File: config.mk
export PLATFORM = sky130hd
export DESIGN_NAME = addr_width_detect
export DESIGN_NICKNAME = d
export VERILOG_FILES = /design/src/rtl/adw_pkg.sv /design/src/rtl/adw_geom.sv /design/src/rtl/adw_cand.sv /design/src/rtl/adw_ctrl.sv /design/src/rtl/addr_width_detect.sv
export SDC_FILE = /design/constraint.sdc
export NUM_CORES = 1
export LEC_CHECK = 0
export BUFFER_PORTS_ARGS = -buffer_cell sky130_fd_sc_hd__buf_2
export CAP_MARGIN = 20
export CORE_AREA = 2 2 57 59
export CTS_CLUSTER_SIZE = 10
export DETAILED_ROUTE_END_ITERATION = 7
export DIE_AREA = 0 0 59 61
export GPL_TIMING_DRIVEN = 0
export PLACE_DENSITY = 0.88
export SETUP_SLACK_MARGIN = 0.5
export SYNTH_ARGS = -nofsm -noshare
export SYNTH_HDL_FRONTEND = slang
export SYNTH_HIERARCHICAL = 1
export SYNTH_SLANG_ARGS = --single-unit
File: constraint.sdc
create_clock -name clk -period 3.3 [get_ports clk]
set_clock_uncertainty 0.15 [all_clocks]
set_input_delay 0.33 -clock clk [delete_from_list [all_inputs] [get_ports clk]]
set_output_delay 0.33 -clock clk [all_outputs]
set_load 0.005 [all_outputs]
File: src/rtl/adw_pkg.sv
package adw_pkg;
  typedef enum logic [1:0] {
    ST_IDLE  = 2'd0,
    ST_ISSUE = 2'd1,
    ST_WAIT  = 2'd2
  } adw_state_e;
endpackage

File: src/rtl/adw_geom.sv
// Derives mask, corner address and size from a width, one bit per slice.
module adw_geom #(
  parameter int MAX_BITS = 12,
  parameter int WW       = 4
) (
  input  logic [WW-1:0]         width,
  output logic [MAX_BITS-1:0]   mask,
  output logic [2*MAX_BITS-1:0] addr,
  output logic [MAX_BITS:0]     size
);
  for (genvar i = 0; i < MAX_BITS; i++) begin : g_mask
    assign mask[i] = (32'(width) > i);
  end
  for (genvar j = 0; j < 2*MAX_BITS; j++) begin : g_addr
    assign addr[j] = (2*32'(width) > j);
  end
  for (genvar k = 0; k <= MAX_BITS; k++) begin : g_size
    assign size[k] = (32'(width) == k);
  end
endmodule

File: src/rtl/adw_cand.sv
// Candidate width register: loads the widest geometry, steps down on fail.
module adw_cand #(
  parameter int MAX_BITS = 12,
  parameter int WW       = 4
) (
  input  logic          clk,
  input  logic          rst_n,
  input  logic          load,
  input  logic          dec,
  output logic [WW-1:0] cand
);
  localparam logic [WW-1:0] MAX_W = WW'(MAX_BITS);

  logic [WW-1:0] cand_d, cand_q;
  logic          cand_en;

  always_comb begin
    cand_en = load | dec;
    cand_d  = cand_q;
    if (load)     cand_d = MAX_W;
    else if (dec) cand_d = cand_q - WW'(1);
  end

  always_ff @(posedge clk or negedge rst_n) begin
    if (!rst_n)       cand_q <= MAX_W;
    else if (cand_en) cand_q <= cand_d;
  end

  assign cand = cand_q;
endmodule

File: src/rtl/adw_ctrl.sv
// Search sequencer: issue trial, await verdict, step or finish.
module adw_ctrl
  import adw_pkg::*;
(
  input  logic clk,
  input  logic rst_n,
  input  logic start,
  input  logic trial_ready,
  input  logic res_valid,
  input  logic res_pass,
  input  logic cand_last,
  output logic load,
  output logic dec,
  output logic latch_pass,
  output logic latch_fail,
  output logic trial_valid,
  output logic busy,
  output logic in_wait,
  output logic done
);
  adw_state_e state_d, state_q;
  logic       done_d, done_q;

  always_comb begin
    state_d    = state_q;
    load       = 1'b0;
    dec        = 1'b0;
    latch_pass = 1'b0;
    latch_fail = 1'b0;
    unique case (state_q)
      ST_IDLE: begin
        if (start) begin
          load    = 1'b1;
          state_d = ST_ISSUE;
        end
      end
      ST_ISSUE: begin
        if (trial_ready) state_d = ST_WAIT;
      end
      ST_WAIT: begin
        if (res_valid) begin
          if (res_pass) begin
            latch_pass = 1'b1;
            state_d    = ST_IDLE;
          end else if (!cand_last) begin
            dec     = 1'b1;
            state_d = ST_ISSUE;
          end else begin
            dec        = 1'b1;
            latch_fail = 1'b1;
            state_d    = ST_IDLE;
          end
        end
      end
      default: state_d = ST_IDLE;
    endcase
    done_d = latch_pass | latch_fail;
  end

  always_ff @(posedge clk or negedge rst_n) begin
    if (!rst_n) begin
      state_q <= ST_IDLE;
      done_q  <= 1'b0;
    end else begin
      state_q <= state_d;
      done_q  <= done_d;
    end
  end

  assign trial_valid = (state_q == ST_ISSUE);
  assign in_wait     = (state_q == ST_WAIT);
  assign busy        = (state_q != ST_IDLE);
  assign done        = done_q;

  a_r5_done_single: assert property (@(posedge clk) disable iff (!rst_n)
    done |=> !done);
  a_r5_done_idle: assert property (@(posedge clk) disable iff (!rst_n)
    done |-> !busy);
endmodule

File: src/rtl/addr_width_detect.sv
module addr_width_detect #(
  parameter int MAX_BITS = 12,
  parameter int MIN_BITS = 8,
  localparam int WW = $clog2(MAX_BITS + 1),
  localparam int AW = 2 * MAX_BITS,
  localparam int SW = MAX_BITS + 1
) (
  input  logic                clk,
  input  logic                rst_n,
  input  logic                start,
  output logic                trial_valid,
  input  logic                trial_ready,
  output logic [WW-1:0]       trial_width,
  output logic [AW-1:0]       trial_addr,
  output logic [MAX_BITS-1:0] trial_mask,
  input  logic                res_valid,
  input  logic                res_pass,
  output logic                busy,
  output logic                done,
  output logic                detect_fail,
  output logic [WW-1:0]       det_width,
  output logic [MAX_BITS-1:0] det_mask,
  output logic [SW-1:0]       mem_size
);
  localparam logic [WW-1:0] MIN_W  = WW'(MIN_BITS);
  localparam logic [WW-1:0] LAST_W = WW'(MIN_BITS + 1);

  logic [WW-1:0] cand;
  logic          load, dec, latch_pass, latch_fail, in_wait, cand_last;
  logic [SW-1:0] cand_size_unused;

  assign cand_last = (cand <= LAST_W);

  adw_ctrl u_ctrl (
    .clk(clk), .rst_n(rst_n), .start(start), .trial_ready(trial_ready),
    .res_valid(res_valid), .res_pass(res_pass), .cand_last(cand_last),
    .load(load), .dec(dec), .latch_pass(latch_pass), .latch_fail(latch_fail),
    .trial_valid(trial_valid), .busy(busy), .in_wait(in_wait), .done(done)
  );

  adw_cand #(.MAX_BITS(MAX_BITS), .WW(WW)) u_cand (
    .clk(clk), .rst_n(rst_n), .load(load), .dec(dec), .cand(cand)
  );

  adw_geom #(.MAX_BITS(MAX_BITS), .WW(WW)) u_geom_trial (
    .width(cand), .mask(trial_mask), .addr(trial_addr), .size(cand_size_unused)
  );

  // Result register
  logic [WW-1:0] width_d, width_q;
  logic          fail_d, fail_q, res_en;
  logic [AW-1:0] det_addr_unused;

  always_comb begin
    res_en  = latch_pass | latch_fail;
    width_d = width_q;
    fail_d  = fail_q;
    if (latch_pass) begin
      width_d = cand;
      fail_d  = 1'b0;
    end else if (latch_fail) begin
      width_d = MIN_W;
      fail_d  = 1'b1;
    end
  end

  always_ff @(posedge clk or negedge rst_n) begin
    if (!rst_n) begin
      width_q <= '0;
      fail_q  <= 1'b0;
    end else if (res_en) begin
      width_q <= width_d;
      fail_q  <= fail_d;
    end
  end

  adw_geom #(.MAX_BITS(MAX_BITS), .WW(WW)) u_geom_res (
    .width(width_q), .mask(det_mask), .addr(det_addr_unused), .size(mem_size)
  );

  assign trial_width = cand;
  assign det_width   = width_q;
  assign detect_fail = fail_q;

  a_r3_hold: assert property (@(posedge clk) disable iff (!rst_n)
    (trial_valid && !trial_ready) |=> (trial_valid && $stable(trial_width) && $stable(trial_addr)));
  a_r4_step: assert property (@(posedge clk) disable iff (!rst_n)
    (in_wait && res_valid && !res_pass && (trial_width > LAST_W))
      |=> (trial_valid && trial_width == $past(trial_width) - WW'(1)));
  a_r6_size: assert property (@(posedge clk) disable iff (!rst_n)
    (mem_size == (SW'(1) << det_width)) && (32'(det_mask) == (32'(1) << det_width) - 1));
  a_r7_fail_width: assert property (@(posedge clk) disable iff (!rst_n)
    detect_fail |-> (det_width == MIN_W));
  a_r8_start_ignored: assert property (@(posedge clk) disable iff (!rst_n)
    (busy && start && !in_wait) |=> $stable(trial_width));
endmodule

## Yosys cells after proc, flatten, opt, wreduce, memory -nomap -nowiden

Cells that the tools add are included.
W data, S select, Z words.

| storage, ports and cells | value |
|---|---|
| register bits after elaboration | 12 |
| word-level logic and storage cells | 106 |
| bits of input ports | 6 |

| operators by class | value |
|---|---|
| reduce and logical (&&, ||, !) cells | 8 |
| bitwise operators | 2 |
| order comparisons | 49 |
| add/sub/neg operators | 1 |
| eq/ne operators | 17 |
| muxes and demuxes | 24 |

Operators with widths:

| kind | count |
|---|---|
| $gt A5 B4 Y1 const B | 8 |
| $gt A5 B5 Y1 const B | 8 |
| $gt A4 B3 Y1 const B | 8 |
| $gt A4 B4 Y1 const B | 8 |
| $eq A4 B4 Y1 const B | 5 |
| $gt A5 B3 Y1 const B | 4 |
| $eq A4 B3 Y1 const B | 4 |
| $gt A4 B1 Y1 const B | 4 |
| $gt A4 B2 Y1 const B | 4 |
| $mux W4 | 4 |
| $mux W1 | 15 |
| $gt A5 B1 Y1 const B | 2 |
| $gt A5 B2 Y1 const B | 2 |
| $eq A4 B2 Y1 const B | 2 |
| $mux W2 | 4 |
| $pmux W2 S3 | 1 |
| $reduce_bool A2 Y1 | 3 |
| $eq A4 B1 Y1 const B | 1 |
| $le A4 B4 Y1 const B | 1 |
| $logic_not A4 Y1 | 1 |
| $ne A2 B2 Y1 const B | 2 |
| $reduce_and A2 Y1 | 2 |
| $sub A4 B1 Y4 const B | 1 |
| $reduce_and A3 Y1 | 1 |
| 5 further kinds | 6 |

## Depth between registers and ports, before layout

Gate-level depths: netlist of the first run.

| depth | value |
|---|---|
| depth in word-level cells | 7 |
| mapped depth | 5 |

## Modules after synthesis

Netlist of the first run, hierarchy kept.

By module, submodules not included:

| module | seq. area each (um^2) | cells an instance | area an instance (um^2) | instances |
|---|---|---|---|---|
| adw_geom | 0.0 | 64 | 389.1 | 2 |
| adw_cand | 102.6 | 19 | 216.5 | 1 |
| adw_ctrl | 75.1 | 18 | 183.9 | 1 |
| addr_width_detect | 125.1 | 15 | 182.7 | 1 |

## Least setup slack after synthesis of the first run

Ideal clock, no wire load.

| timing | value |
|---|---|
| path kind | register to output |
| start | register u_cand.cand_q[1] (netlist: u_cand/cand[1]) |
| end | output port trial_mask[0] |
| path slack | 1.495 ns |
| stages on the path, launching flop included | 5 |
| arrival | 1.325 ns |
| buffers on the path | 2 |
| path through | dfrtp_1 -> or2_1 -> buf_6 -> or3_1 -> buf_4 |

| on the way | value |
|---|---|
| longest elaborated chain between the ends | 1 |

RTL lines:

| element | line | text |
|---|---|---|
| start, declared | adw_cand.sv:14 | `logic [WW-1:0] cand_d, cand_q;` |
| start signal, assigned | adw_cand.sv:26 | `else if (cand_en) cand_q <= cand_d;` |
| $gt A4 B1 Y1 | adw_geom.sv:12 | `assign mask[i] = (32'(width) > i);` |
| end, declared | addr_width_detect.sv:15 | `output logic [MAX_BITS-1:0] trial_mask,` |

No other way between the ends.

## Worst setup path after layout of the first run

Ends and elaborated chain as after synthesis.

==> results.yml, run 1 <==
outcome:
  outcome: "complete, no violations"
timing:
  min_period_ns: 2.196
  tightest_slew_ns: 0.4021
  setup_viol_count_final: 0
  hold_ws_ns: 0.1468
  slew_headroom: 0.7309
  hold_violations: 0
  rsz0062_at_grt: "false"
  worst_slack_ns: 1.104
  fmax_mhz: 455.3
  tns_ns: 0
  slew_violations: 0
  post-route-period-util: 0.6656
clocking:
  htreeDepth: 1
  clock_path_buffers: 2
  cts_tree: "yes"
  post_cts_resize_count: 0
  cts_root_buf: "clkbuf_4"
  clkTransAtPathRegs_ns: 0.08
  cts_buffers: 3
  clk_latency_ns: 0.27
  hold_buffers: 1
  cts_setup_buffers: 0
  cts_sinks: 12
finish:
  fin_util: 0.5631
  regArea_um2: 302.8
  drive_gt1_frac: 0.5579
  area_growth_pct: 39.16
  final_area_um2: 1663
  multiInputGateArea_um2: 596.8
  nets: 241
  nFillCells: 307
  diodes: 0
logic_synthesis:
  synth_area_per_cell_um2: 7.966
  yosysWarnings: 6
  synth_nets: 157
  syn-cell-area_um2: 1195
  syn_inst: 150
grt:
  grt_pass1_vias: 1009
  globalRouteOverflowTotal: 0
  grt_max_degree: 13
  grt_antenna_before_repair: 0
  track_usage: 0.1534
  grt_pass1_wl_um: 4264
min_path:
  hold_class: "in -> reg"
die:
  die_h_um: 61
  die_area_um2: 3599
  fp-row-count: 20
  ios: 79
  dieWidth_um: 59
  initial_core_util: 0.4047
  core-area_um2: 2953
place:
  hpwlAfterDp_um: 2206
  gp_congestion: 0.7411
  place_area_um2: 1627
  dp_slack_ns: 1.396
  port_buffers: 78
setup_path:
  cp-start-kind: "flip-flop"
  critical_path_required_ns: 2.82
  worstPathCellList: "or2_1 > buf_6 > or3_1 > buf_4 > buf_2"
  arrival_ns: 1.72
  crit_path_max_incr_delay_ns: 0.48
  worstPathMaxFanout: 8
  cpMaxStageDelayCell: "dfrtp_1"
  critical_path_class: "reg -> out"
  crit_path_end_kind: "output port"
route:
  first_pass_iters: 4
  antenna_left: 0
  num_vias: 1212
  drc: 0
  routed_via_density: 4.556
  drt_iter0_drc: 28
  wirelength_um: 2748
  wire_per_inst_um: 10.33
pwr:
  irDropWorstVdd_mv: 0.5064
  leakage_nw: 0.8521
  power_density_nw_per_um2: 795.9
flow_run:
  drv_cap: 0
==> state kept, by name, summed over array words and instances, names as in the netlist <==
register and cells:
det_width 4, u_cand/cand 4, detect_fail 1, u_ctrl/done 1, u_ctrl/state_q 2
==> through the flow <==
step	cells	total power, mW
after detailed placement	261	1.237
after CTS	266	1.339
after global routing	266	1.457
after floorplan	150	0.9064
after global placement	261	1.219
final	266	1.323
==> path summary, 6_finish.rpt <==
path                                                     from                             to  slack, ns  cells after the start
worst min register to register        detect_fail$_DFFE_PN0P_        detect_fail$_DFFE_PN0P_       0.34                      2
worst max register to register  u_ctrl/state_q[0]$_DFFE_PN0P_       det_width[2]$_DFFE_PN0P_       1.56                      5
worst min-delay path                              trial_ready  u_ctrl/state_q[1]$_DFFE_PN0P_       0.15                      2
worst max-delay path               u_cand/cand[1]$_DFFE_PN0P_                  trial_mask[0]       1.10                      5
max in group asynchronous                               rst_n     u_cand/cand[2]$_DFFE_PN1P_       2.41                      2
min in group asynchronous                               rst_n  u_ctrl/state_q[0]$_DFFE_PN0P_       0.31                      2
==> layout by cell type (no fill, tap or decap), types with 4 or more instances in the layout <==
cell	n
nor2_1	18
o21ai_0	4
a22o_1	4
clkbuf_1	5
dfrtp_1	10
inv_1	4
a21oi_1	4
buf_2	86
nor3_1	4
or3_1	6
nand2b_1	11
and2_1	6
nand2_1	4
buf_4	27
nor2b_1	4
==> cell type report <==
class	count	area share
multi-input combinational	93	0.3589
inverter	4	0.009029
sequential	12	0.1821
tap	33	0.02483
clock buffer	4	0.01580
buffer	41	0.1685
timing repair buffer	79	0.2408
==> per-layer routing <==
metal,GRT usage,up-vias,routed length [um],share of wire
met5,0,-,0,0
met4,0.06818,0,41,0.015
met3,0.01493,4,138,0.050
met2,0.2714,39,1392,0.51
met1,0.1895,541,1175,0.43
li1,-,628,-,-
==> critical path, delay by kind of cell, from the launching register on <==
family	cells	cell delay, ns
simple gates	2	0.59
flops	1	0.48
buf+inv	3	0.37
==> power by group <==
part	switching, mW	total, mW	leakage (nW)	internal [mW]
clock	0.0482	0.0950	0.0150	0.0468
sequential	0.105	0.312	0.153	0.206
combinational	0.384	0.917	0.685	0.533
Power figures use the tool's default switching activity.
==> run 2, diff against run 1 <==
Settings changed: ABC_AREA from default to 1, CORE_AREA 2 2 57 59 to 2 2 58 60, DIE_AREA 0 0 59 61 to 0 0 60 62, PLACE_DENSITY 0.88 to 0.83.
Clock period 3.3 ns to 2.2 ns, I/O delays scaled along.
==> results.yml, run 2 <==
timing:
  rsz0062_at_grt: "true"
  setup_viol_count_final: 0
  post-route-period-util: 0.7866
  tns_ns: 0
  slew_headroom: 0.7121
  hold_violations: 0
  tightest_slew_ns: 0.4303
  hold_ws_ns: 0.07114
  fmax_mhz: 577.9
  worst_slack_ns: 0.4695
  slew_violations: 0
  min_period_ns: 1.731
pwr:
  power_density_nw_per_um2: 1587
  leakage_nw: 1.008
  irDropWorstVdd_mv: 0.8116
  finalPower_mw: 2.943
setup_path:
  cp-startpoint: "u_cand/cand[3]$_DFFE_PN1P_"
  rr_worst_depth: 7
  reg2reg_from: "u_cand/cand[2]$_DFFE_PN1P_"
  crit_path_end_kind: "output port"
  cp-endpoint: "trial_mask[9]"
  rrSetupSlack_ns: 0.59
  critical_path_required_ns: 1.83
  crit_path_max_incr_delay_ns: 0.60
  worstPathCellList: "inv_2 > buf_6 > a21oi_2 > buf_4 > buf_6"
  cp_common_cell: "buf_6"
  cp-start-kind: "flip-flop"
  worstPathMaxFanout: 6
  critical_path_class: "reg -> out"
  arrival_ns: 1.36
  cpMaxStageDelayCell: "dfstp_2"
  worstReg2RegEnd: "det_width[3]$_DFFE_PN0P_"
grt:
  grt_max_degree: 13
  globalRouteOverflowTotal: 0
  grt_pass1_vias: 1059
  grt_antenna_before_repair: 0
  grt_pass1_wl_um: 4284
  track_usage: 0.1499
place:
  dp_cells: 301
  gp_congestion: 0.7454
  hpwlAfterDp_um: 2247
  dp_slack_ns: 0.5994
  place_area_um2: 1595
  port_buffers: 78
die:
  fp-row-count: 21
  die_area_um2: 3720
  ios: 79
  core-area_um2: 3179
  initial_core_util: 0.3609
  dieWidth_um: 60
  die_h_um: 62
finish:
  final_common_cell: "buf_2"
  final_area_um2: 1854
  area_growth_pct: 61.61
  nFillCells: 296
  layout_common_cells: "70 x buf_2, 39 x nand2_1, 30 x buf_4"
  fin_util: 0.5832
  nets: 278
  drive_gt1_frac: 0.5852
  diodes: 0
  stdcell_count: 316
logic_synthesis:
  yosysWarnings: 6
  syn-cell-area_um2: 1147
  synth_nets: 184
  syn_inst: 177
  synth_area_per_cell_um2: 6.482
clocking:
  cts_tree: "yes"
  cts_root_buf: "clkbuf_4"
  cts_sinks: 12
  clk_latency_ns: 0.27
  clkTransAtPathRegs_ns: 0.08
  clock_path_buffers: 2
  cts_buffers: 3
  htreeDepth: 1
min_path:
  hold_class: "in -> reg"
route:
  drt_iter0_drc: 44
  drc: 0
  wire_per_inst_um: 9.718
  num_vias: 1364
  wirelength_um: 3071
  routed_via_density: 4.316
  first_pass_iters: 4
  antenna_left: 0
flow_run:
  drv_cap: 0
outcome:
  outcome: "complete, no violations"
run 2: worst min-delay path by stage:
stage                         start                             to  slack, ns  cells after the start
after CTS                 res_valid          u_ctrl/done$_DFF_PN0_       0.06                      3
after global routing      res_valid          u_ctrl/done$_DFF_PN0_       0.08                      3
after global placement        rst_n  u_ctrl/state_q[1]$_DFFE_PN0P_      -0.05                      1
after detailed placement      rst_n  u_ctrl/state_q[0]$_DFFE_PN0P_      -0.05                      1
final                     res_valid          u_ctrl/done$_DFF_PN0_       0.07                      3
after floorplan               rst_n       det_width[0]$_DFFE_PN0P_      -0.23                      0
run 2: cell type report:
cell class	instances	area, um2	area share
Inverter	28	110.1	0.05938
Sequential cell	12	309.0	0.1667
Buffer	31	247.7	0.1336
Multi-Input combinational cell	106	556.8	0.3003
Tap cell	46	57.56	0.03104
Clock buffer	4	36.28	0.01957
Timing Repair Buffer	89	536.8	0.2895
run 2: report_power, final:
part / switching [mW] / leakage, nW / total (mW) / internal [mW]
sequential: 0.178 / 0.145 / 0.514 / 0.336
combinational: 1.01 / 0.842 / 2.25 / 1.24
clock: 0.0771 / 0.0210 / 0.178 / 0.101
total: 1.27 / 1.01 / 2.94 / 1.67
run 2: metal layers:
metal	vias up	routed length (um)	GRT usage
met2	56	1646	0.2780
li1	701	-	-
met3	4	186	0.01449
met4	0	57	0.09841
met5	-	0	0
met1	603	1180	0.1622
run 2: what timing repair did:
item / 4_1_cts / 5_1_grt
pin swaps: 1 / 5
setup buffers: 7 / 2
endpoints found under the hold margin: 12 / 0
setup endpoints to repair: 17 / 33
hold buffers: 1 / 0
gates cloned: 1 / 0
resized for setup: 12 / 30
run 2: critical path: cells and delay by family (launching register included):
family,cells,cell delay [ns]
AOI/OAI and AO/OA,1,0.11
buffers and inverters,4,0.38
DFF,1,0.60
==> run 3, diff against run 2 <==
Settings changed: ABC_AREA 1 to 0, CORE_AREA 2 2 58 60 to 2 2 59 61, DIE_AREA 0 0 60 62 to 0 0 61 63.
Clock period 2.2 ns to 1.7 ns, I/O delays scaled along.
==> results.yml, run 3 (synthesis gave the netlist of run 1 again) <==
min_path:
  hold_class: "in -> reg"
  min_path_cells: 2
setup_path:
  rr_worst_depth: 7
  rrSetupSlack_ns: 0.04
  reg2reg_from: "u_cand/cand[1]$_DFFE_PN0P_"
  crit_path_end_kind: "output port"
  cp-startpoint: "det_width[1]$_DFFE_PN0P_"
  worstPathMaxFanout: 4
  arrival_ns: 1.64
  worstReg2RegEnd: "det_width[2]$_DFFE_PN0P_"
  cp-endpoint: "det_mask[0]"
  critical_path_required_ns: 1.38
  cp-start-kind: "flip-flop"
  critical_path_class: "reg -> out"
die:
  dieWidth_um: 61
  die_h_um: 63
  fp-row-count: 21
  initial_core_util: 0.3697
  core-area_um2: 3232
  ios: 79
  die_area_um2: 3843
clocking:
  cts_sinks: 12
  cts_tree: "yes"
  clock_path_buffers: 2
  clkTransAtPathRegs_ns: 0.09
  htreeDepth: 1
  cts_buffers: 3
  cts_root_buf: "clkbuf_4"
  clk_latency_ns: 0.27
finish:
  area_growth_pct: 125.4
  drive_gt1_frac: 0.8029
  layout_common_cells: "67 x buf_6, 57 x buf_2, 31 x buf_4"
  nets: 287
  stdcell_count: 325
  diodes: 0
  final_common_cell: "buf_6"
timing:
  worst_slack_ns: -0.2561
  tightest_slew_ns: 0.2867
  tns_ns: -4.175
  setup_viol_count_final: 45
  rsz0062_at_grt: "true"
  min_period_ns: 1.956
  post-route-period-util: 1.151
  hold_violations: 1
  hold_ws_ns: -0.004347
  slew_violations: 0
  slew_headroom: 0.8089
  fmax_mhz: 511.2
pwr:
  swShare: 0.3849
  p_comb_frac: 0.841
  leakage_nw: 1.270
  power.switching_mw: 1.938
  internal-power_mw: 3.097
  pwr-share-clk: 0.047
  power_density_nw_per_um2: 1869
  irDropWorstVdd_mv: 0.8903
  pwr-share-seq: 0.112
grt:
  globalRouteOverflowTotal: 0
  grt_pass1_vias: 1416
  track_usage: 0.2286
  grt_antenna_before_repair: 0
  grt_pass1_wl_um: 6706
  grt_max_degree: 13
place:
  port_buffers: 78
  dp_cells: 274
  gp_congestion: 0.7272
  hpwlAfterDp_um: 2226
route:
  wirelength_um: 5434
  wire_per_inst_um: 16.72
  drc: 0
  drt_iter0_drc: 77
  first_pass_iters: 4
  routed_via_density: 4.858
  num_vias: 1579
  antenna_left: 0
flow_run:
  drv_cap: 0
outcome:
  violations: "negative hold slack, negative setup slack"
  outcome: "finished with violations"
-- run 3: cell types whose count changed in the layout (fill, tap and decap cells not counted), sizes merged, moves of 6 or more --
cell    delta
o21ai     -12
buf       +44
nand3      -6
nand2     -42
or3        +6
inv       -23
nor2       -8
and2       +6
nand2b    +11
-- run 3: cell type report --
type / count / area, um2
well taps: 46 / 57.56
inverters: 4 / 17.52
repair buffers: 125 / 1035
plain buffers: 41 / 377.9
flip-flops and latches: 12 / 310.3
multi-input cells: 93 / 859.6
fillers: 173 / 538.0
clock buffers: 4 / 36.28
-- run 3: power groups by stage --
| stage | Sequential (mW) | Combinational, mW | Clock (mW) |
|---|---|---|---|
| after floorplan | 0.600 | 1.42 | 0 |
| after global placement | 0.643 | 2.00 | 0 |
| after detailed placement | 0.649 | 2.04 | 0 |
| after CTS | 0.549 | 3.36 | 0.229 |
| after global routing | 0.583 | 4.48 | 0.263 |
| final | 0.565 | 4.23 | 0.237 |
-- run 3: through the flow --
stage	worst slack (ns)	total power, mW	hold slack (ns)	util	instance area [um2]
finish	-0.2561	5.034	-0.004347	0.8335	2694
global route	-0.3048	5.325	-0.009155	0.8335	2694
CTS	-0.2029	4.142	0.005466	0.7418	2397
detailed placement	0.008876	2.686	-0.08654	0.5517	1783
global placement	0.01174	2.645	-0.09168	0.5517	1783
floorplan	0.1439	2.025	-0.2756	-	1335
-- run 3: critical path: stages, from the launching register on --
cell and delay (ns):
dfrtp_1 0.41, or2_1 0.26, buf_6 0.14, or3_1 0.33, buf_6 0.13, buf_6 0.10
-- run 3: worst min path at each step --
stage / from / endpoint / slack [ns]
global placement: rst_n / u_cand/cand[0]$_DFFE_PN0P_ / -0.09
finish: trial_ready / u_ctrl/state_q[1]$_DFFE_PN0P_ / -0.004
global route: trial_ready / u_ctrl/state_q[1]$_DFFE_PN0P_ / -0.009
detailed placement: rst_n / u_ctrl/state_q[1]$_DFFE_PN0P_ / -0.09
floorplan: rst_n / det_width[0]$_DFFE_PN0P_ / -0.28
CTS: trial_ready / u_ctrl/state_q[1]$_DFFE_PN0P_ / 0.005
-- run 3: layer usage --
layer,up-vias,wire length [um],part of all wire,GRT usage
met5,-,0,0,0
met4,0,144,0.026,0.05163
met3,14,311,0.057,0.03727
met2,84,3034,0.56,0.4503
met1,761,1943,0.36,0.2376
li1,720,-,-,-
-- run 3: timing repair --
action,CTS,global route
setup endpoints to repair,79,82
endpoints found under the hold margin,12,0
buffers inserted,30,16
pin swaps,23,12
hold buffers,1,0
resized for setup,71,41
